[src/rtl/fpsr_pkg.sv]
package fpsr_pkg;
  localparam int EXP_W = 8;
  localparam int MAN_W = 23;
  localparam int FP_W  = 1 + EXP_W + MAN_W;
  localparam int NFLAG = 5;

  localparam int F_INV = 0;
  localparam int F_DZ  = 1;
  localparam int F_OVF = 2;
  localparam int F_UNF = 3;
  localparam int F_INX = 4;

  typedef enum logic [2:0] {
    C_ZERO, C_SUB, C_NORM, C_INF, C_QNAN, C_SNAN
  } fcls_e;

  typedef enum logic [1:0] {
    OP_ADD = 2'b00, OP_SUB = 2'b01, OP_MUL = 2'b10, OP_DIV = 2'b11
  } fop_e;

  typedef struct packed {
    logic  sgn;
    fcls_e cls;
  } fopd_t;

  localparam logic [FP_W-1:0] QNAN_C = {1'b0, {EXP_W{1'b1}}, 1'b1, {(MAN_W-1){1'b0}}};

  function automatic logic [FP_W-1:0] mk_inf(logic s);
    return {s, {EXP_W{1'b1}}, {MAN_W{1'b0}}};
  endfunction

  function automatic logic [FP_W-1:0] mk_zero(logic s);
    return {s, {(FP_W-1){1'b0}}};
  endfunction
endpackage

[src/rtl/fpsr_classify.sv]
module fpsr_classify
  import fpsr_pkg::*;
#(
  parameter int EW = EXP_W,
  parameter int MW = MAN_W
) (
  input  logic [EW+MW:0] val_i,
  input  logic           flip_i,
  output fopd_t          opd_o
);
  logic [EW-1:0] exp_f;
  logic [MW-1:0] man_f;

  assign exp_f = val_i[MW +: EW];
  assign man_f = val_i[MW-1:0];

  always_comb begin
    opd_o.sgn = val_i[EW+MW] ^ flip_i;
    if (exp_f == '0)
      opd_o.cls = (man_f == '0) ? C_ZERO : C_SUB;
    else if (&exp_f)
      opd_o.cls = (man_f == '0) ? C_INF : (man_f[MW-1] ? C_QNAN : C_SNAN);
    else
      opd_o.cls = C_NORM;
  end
endmodule

[src/rtl/fpsr_resolve.sv]
module fpsr_resolve
  import fpsr_pkg::*;
(
  input  fop_e            op_i,
  input  fopd_t           opd_a_i,
  input  fopd_t           opd_b_i,
  output logic            hit_o,
  output logic [FP_W-1:0] res_o,
  output logic            inv_o,
  output logic            dz_o
);
  logic a_zero, b_zero, a_inf, b_inf, a_snan, b_snan, a_nan, b_nan;
  logic sa, sb, ps;

  assign a_zero = opd_a_i.cls == C_ZERO;
  assign b_zero = opd_b_i.cls == C_ZERO;
  assign a_inf  = opd_a_i.cls == C_INF;
  assign b_inf  = opd_b_i.cls == C_INF;
  assign a_snan = opd_a_i.cls == C_SNAN;
  assign b_snan = opd_b_i.cls == C_SNAN;
  assign a_nan  = a_snan || opd_a_i.cls == C_QNAN;
  assign b_nan  = b_snan || opd_b_i.cls == C_QNAN;
  assign sa     = opd_a_i.sgn;
  assign sb     = opd_b_i.sgn;
  assign ps     = sa ^ sb;

  always_comb begin
    hit_o = 1'b0;
    res_o = '0;
    inv_o = 1'b0;
    dz_o  = 1'b0;
    if (a_nan || b_nan) begin
      hit_o = 1'b1;
      res_o = QNAN_C;
      inv_o = a_snan || b_snan;
    end else begin
      unique case (op_i)
        OP_ADD, OP_SUB: begin
          if (a_inf && b_inf) begin
            hit_o = 1'b1;
            if (sa == sb) res_o = mk_inf(sa);
            else begin
              res_o = QNAN_C;
              inv_o = 1'b1;
            end
          end else if (a_inf) begin
            hit_o = 1'b1;
            res_o = mk_inf(sa);
          end else if (b_inf) begin
            hit_o = 1'b1;
            res_o = mk_inf(sb);
          end else if (a_zero && b_zero) begin
            hit_o = 1'b1;
            res_o = mk_zero(sa & sb); // round-to-nearest zero sum
          end
        end
        OP_MUL: begin
          if ((a_inf && b_zero) || (a_zero && b_inf)) begin
            hit_o = 1'b1;
            res_o = QNAN_C;
            inv_o = 1'b1;
          end else if (a_inf || b_inf) begin
            hit_o = 1'b1;
            res_o = mk_inf(ps);
          end else if (a_zero || b_zero) begin
            hit_o = 1'b1;
            res_o = mk_zero(ps);
          end
        end
        default: begin
          if ((a_zero && b_zero) || (a_inf && b_inf)) begin
            hit_o = 1'b1;
            res_o = QNAN_C;
            inv_o = 1'b1;
          end else if (a_inf) begin
            hit_o = 1'b1;
            res_o = mk_inf(ps);
          end else if (b_inf) begin
            hit_o = 1'b1;
            res_o = mk_zero(ps);
          end else if (b_zero) begin
            hit_o = 1'b1;
            res_o = mk_inf(ps);
            dz_o  = 1'b1;
          end else if (a_zero) begin
            hit_o = 1'b1;
            res_o = mk_zero(ps);
          end
        end
      endcase
    end
  end
endmodule

[src/rtl/fpsr_sticky.sv]
module fpsr_sticky #(
  parameter int N = 5
) (
  input  logic         clk_i,
  input  logic         rst_ni,
  input  logic         clr_i,
  input  logic [N-1:0] set_i,
  output logic [N-1:0] flags_o
);
  logic [N-1:0] flags_q;

  // set wins over clear
  always_ff @(posedge clk_i or negedge rst_ni) begin
    if (!rst_ni) flags_q <= '0;
    else         flags_q <= (clr_i ? '0 : flags_q) | set_i;
  end

  assign flags_o = flags_q;
endmodule

[src/rtl/fp_special_resolver.sv]
module fp_special_resolver
  import fpsr_pkg::*;
(
  input  logic                  clk_i,
  input  logic                  rst_ni,
  input  logic                  valid_i,
  input  logic [1:0]            op_i,
  input  logic [31:0]           a_i,
  input  logic [31:0]           b_i,
  input  logic                  flag_clr_i,
  input  logic                  dp_ovf_i,
  input  logic                  dp_unf_i,
  input  logic                  dp_inx_i,
  output logic                  valid_o,
  output logic                  special_o,
  output logic [31:0]           result_o,
  output logic                  inv_o,
  output logic                  dz_o,
  output logic [4:0]            flags_o
);
  localparam int NOPD = 2;

  fop_e            op_e;
  logic [FP_W-1:0] opd_raw [NOPD];
  fopd_t           opd     [NOPD];
  logic            hit_c, inv_c, dz_c;
  logic [FP_W-1:0] res_c;
  logic [NFLAG-1:0] flag_set;

  assign op_e       = fop_e'(op_i);
  assign opd_raw[0] = a_i;
  assign opd_raw[1] = b_i;

  for (genvar gi = 0; gi < NOPD; gi++) begin : g_cls
    fpsr_classify #(.EW(EXP_W), .MW(MAN_W)) u_cls (
      .val_i  (opd_raw[gi]),
      .flip_i ((gi == 1) && (op_e == OP_SUB)),
      .opd_o  (opd[gi])
    );
  end

  fpsr_resolve u_res (
    .op_i    (op_e),
    .opd_a_i (opd[0]),
    .opd_b_i (opd[1]),
    .hit_o   (hit_c),
    .res_o   (res_c),
    .inv_o   (inv_c),
    .dz_o    (dz_c)
  );

  always_comb begin
    flag_set        = '0;
    flag_set[F_INV] = valid_i && inv_c;
    flag_set[F_DZ]  = valid_i && dz_c;
    flag_set[F_OVF] = dp_ovf_i;
    flag_set[F_UNF] = dp_unf_i;
    flag_set[F_INX] = dp_inx_i;
  end

  fpsr_sticky #(.N(NFLAG)) u_sticky (
    .clk_i   (clk_i),
    .rst_ni  (rst_ni),
    .clr_i   (flag_clr_i),
    .set_i   (flag_set),
    .flags_o (flags_o)
  );

  always_ff @(posedge clk_i or negedge rst_ni) begin
    if (!rst_ni) begin
      valid_o   <= 1'b0;
      special_o <= 1'b0;
      result_o  <= '0;
      inv_o     <= 1'b0;
      dz_o      <= 1'b0;
    end else begin
      valid_o   <= valid_i;
      special_o <= valid_i && hit_c;
      result_o  <= valid_i ? res_c : '0;
      inv_o     <= valid_i && inv_c;
      dz_o      <= valid_i && dz_c;
    end
  end
endmodule

[config.mk]
export PLATFORM = sky130hd
export DESIGN_NAME = fp_special_resolver
export DESIGN_NICKNAME = d
export VERILOG_FILES = /design/src/rtl/fpsr_pkg.sv /design/src/rtl/fpsr_classify.sv /design/src/rtl/fpsr_resolve.sv /design/src/rtl/fpsr_sticky.sv /design/src/rtl/fp_special_resolver.sv
export SDC_FILE = /design/constraint.sdc
export NUM_CORES = 1
export LEC_CHECK = 0
export ABC_AREA = 0
export CORE_UTILIZATION = 37
export DETAILED_ROUTE_END_ITERATION = 10
export PLACE_DENSITY = 0.86
export RECOVER_POWER = 25
export SYNTH_ARGS = -nofsm -noshare
export SYNTH_HDL_FRONTEND = slang
export SYNTH_HIERARCHICAL = 1
export SYNTH_SLANG_ARGS = --single-unit
[constraint.sdc]
create_clock -name clk_i -period 0.8 [get_ports clk_i]
set_input_delay 0.16 -clock clk_i [delete_from_list [all_inputs] [get_ports clk_i]]
set_output_delay 0.16 -clock clk_i [all_outputs]
set_load 0.01 [all_outputs]
==> impl_results.md <==
* Finished Layout Cells at approximately 440
* Family with the most delay on the worst path: simple AND/OR/NAND/NOR gates
* Area Overhead vs Synth at 76.57%
* RSZ-0062 raised after global routing: yes
* Syn avg cell area at between 10 and 15 um2
* CTS clk-pin slew, worst paths at ~70 ps
* Vias/cell at around 4.6
* CTS Buffer Depth at 2
* CTS buffer count at 5
* Gr ovfl total at 0
* Tcrit/Tclk final at 2.574
* First-pass GRT wire length at 9170 um
* Final setup violation count at 56
* Crit. Startpoint: b_i[22]
* Reg-to-reg slack, setup at about 30 ps
* CTS tree: built
* CP Cell Sequence: buf_6 -> nor4_4 -> and4_4 -> buf_6 -> a31oi_4 -> a21oi_2 -> buf_4 -> and2b_2 -> nor2_4 -> o21ai_2 -> o22a_1 -> and2_4 -> a21o_1
* FFs w/ async S/R, synth at 1.000
* TNS Setup at -22830 ps
* Slew Limit Fails at 0
* Worst setup margin at -1259 ps
* CP Data Required Time at 980 ps
* Synth Flop Type: dfrtp_1
* Skew final at 0 ps
* Minimum hold slack at around 430 ps
* # placed instances at 411
* Htree depth at 2
* Die Width at roughly 80 um
* DR vias at a little over 2000
* Final min period at around 2100 ps
* Total Nets Final at roughly 440
* Initial antenna violation count at 0
* Top Ports at approximately 110
* WL per Instance at roughly 13 um
* Yosys top cell by area: dfrtp_1
* Largest net degree at the start of global routing at 42
* Core area at ~0.0056 mm2
* PortBufs at roughly 110
* Cell variety after synth at 41
* Outcome: finished with violations
* Peak VDD IR at ~0.85 mV
* CP max-delay cell: nor4_4
* Area fraction of the dominant cell type after synthesis at 0.4675
* WP data arrival at approximately 2200 ps
* Number of max-cap violations at 0
* Clock root buffer: clkbuf_8
* Gate Count Post-Synth at 200
* Die Ht at approximately 79 um
* Final WL at just under 6000 um
* Top cell by count, worst path: buf_6
* Clock Sink Count at between 40 and 50
* Cell Area, Synth at 0.002195 mm2
* Post-synth EDFFs at 0
* Class of the most critical hold timing path: in -> async
* CP Capture Type: flop
* PD cells at between 1000 and 1500 mW/mm2
* FF-to-FF End: u_sticky/flags_o[4]
* R2r worst-path depth at 2
* TritonRoute pass-1 iters at 4
* Worst path buffer plus inverter count at 3
* Fillers at between 400 and 500
* Failing checks: setup timing
* Pleak at between 0.0015 and 0.002 uW
* Antenna Nets Post-Route at 0
* YS warnings at 6
* DRC violations left at 0
* Synth area leaders: dfrtp_1 (47%), and2_2 (13%), buf_4 (10%)
* Global Route Usage Sum at 0.1872
* Effective utilization at floorplan at 0.3913
* # rows at 27
* # diodes at 0
* Total Die Area at 0.006243 mm2
* Final hold viol count at 0
* Number of synthesized register bits at a little over 40
* Worst R2R Start: u_sticky/flags_o[4]
* Largest stage delay, worst path at 270 ps
* DRT iter0 DRCs at 57
* Seq/Total Area, Yosys at 0.4675
* CP Class: in -> reg
* Crit-path max FO at 4
* CP Launch Type: input pin
* Most frequent cell after synthesis: dfrtp_1
* Layout cells sized above 1 at 0.6206
* Vias in the first global route at 2122
* Post-DP HPWL at roughly 4000 um
* Latest clock arrival within the worst-skew pair at 280 ps
* Post-synth top cells: dfrtp_1 (41), and2_2 (37), buf_4 (30), nor4_2 (8)
* Max Fclk at slightly below 500 MHz
* Gpl congestion at between 0.8 and 0.9
[power by group]
part	internal (uW)	switching [uW]	leakage (uW)	total (uW)
Sequential	2140	22.0	0.000536	2170
Clock	1010	657	0.0000574	1670
Combinational	493	372	0.00131	866
[tightest hold or removal path: cells and delay by family]
family	cells	cell delay, ps
buffers and inverters	3	960
[how the worst max path moves through the flow]
stage                     endpoint  slack, ps  cells after the start
6_report       u_sticky/flags_o[0]      -1260                     13
4_1_cts        u_sticky/flags_o[0]      -1250                     10
2_1_floorplan         result_o[24]      -1290                     10
3_5_place_dp   u_sticky/flags_o[0]      -1860                     11
5_1_grt        u_sticky/flags_o[0]      -1330                     13
3_3_place_gp   u_sticky/flags_o[0]      -1790                     11
[registers in the layout (all words and copies together), names as in the netlist]
signal,cells
dz_o,1
result_o,32
inv_o,1
special_o,1
valid_o,1
u_sticky/flags_o,5
[placed cells by master, fill, tap and decap left out, types with 3 or more instances in the layout]
cell type        Yosys  layout
o21ai_2              0       3
clkdlybuf4s15_1      0      16
buf_4               30      47
clkdlybuf4s15_2      0       3
clkdlybuf4s50_1      0       9
buf_2                1      45
clkbuf_8             0       6
buf_6                0      30
nand4_1              5       5
nor4_4               0      10
dfrtp_1             41      41
nor2_2               0       3
conb_1               2      23
nor4_2               8       4
a21o_1               5       5
nand2_1              6       5
clkbuf_2             3      12
xor2_1               4       4
dlygate4sd2_1        0      10
and2_2              37      24
and2_4               0      13
[cell families after synthesis]
| logic type | share of synthesized area |
|---|---|
| mux | 0.004561 |
| fa+ha+maj | 0.005700 |
| other cells | 0.003422 |
| flops | 0.4675 |
| xor+xnor | 0.01995 |
| simple gates | 0.2885 |
| compound gates | 0.09522 |
| buf+inv | 0.1152 |
[what timing repair did]
item	CTS	global route
buffers inserted	18	3
pin swaps	34	15
hold endpoints to repair	41	0
gates resized for setup	347	40
endpoints found under the setup margin	56	56
hold buffers	1	0
[cell type report]
class,instances,area [um2],share of cell area
multi-input combinational,144,1270,0.3277
inverter,2,7.507,0.001937
clock buffer,6,82.58,0.02131
timing repair buffer,174,1361,0.3513
tap,72,90.09,0.02325
clock inverter,2,37.54,0.009687
sequential,41,1026,0.2648
[layer usage]
metal | part of all wire | GRT usage | vias up
li1 | - | - | 975
met4 | 0.014 | 0.06000 | 0
met2 | 0.56 | 0.3750 | 90
met1 | 0.36 | 0.1898 | 955
met3 | 0.061 | 0.03678 | 9
met5 | 0 | 0 | -
[through the flow]
stage / worst slack (ps) / utilization / total power [uW] / cell area, um2
2_1_floorplan: -1288 / - / 2494 / 2345
3_3_place_gp: -1794 / 0.6446 / 3085 / 3615
3_5_place_dp: -1863 / 0.6446 / 3107 / 3615
4_1_cts: -1245 / 0.6774 / 4709 / 3799
5_1_grt: -1332 / 0.6910 / 4938 / 3875
6_report: -1259 / 0.6910 / 4703 / 3875
(Power assumes the default switching activity.)
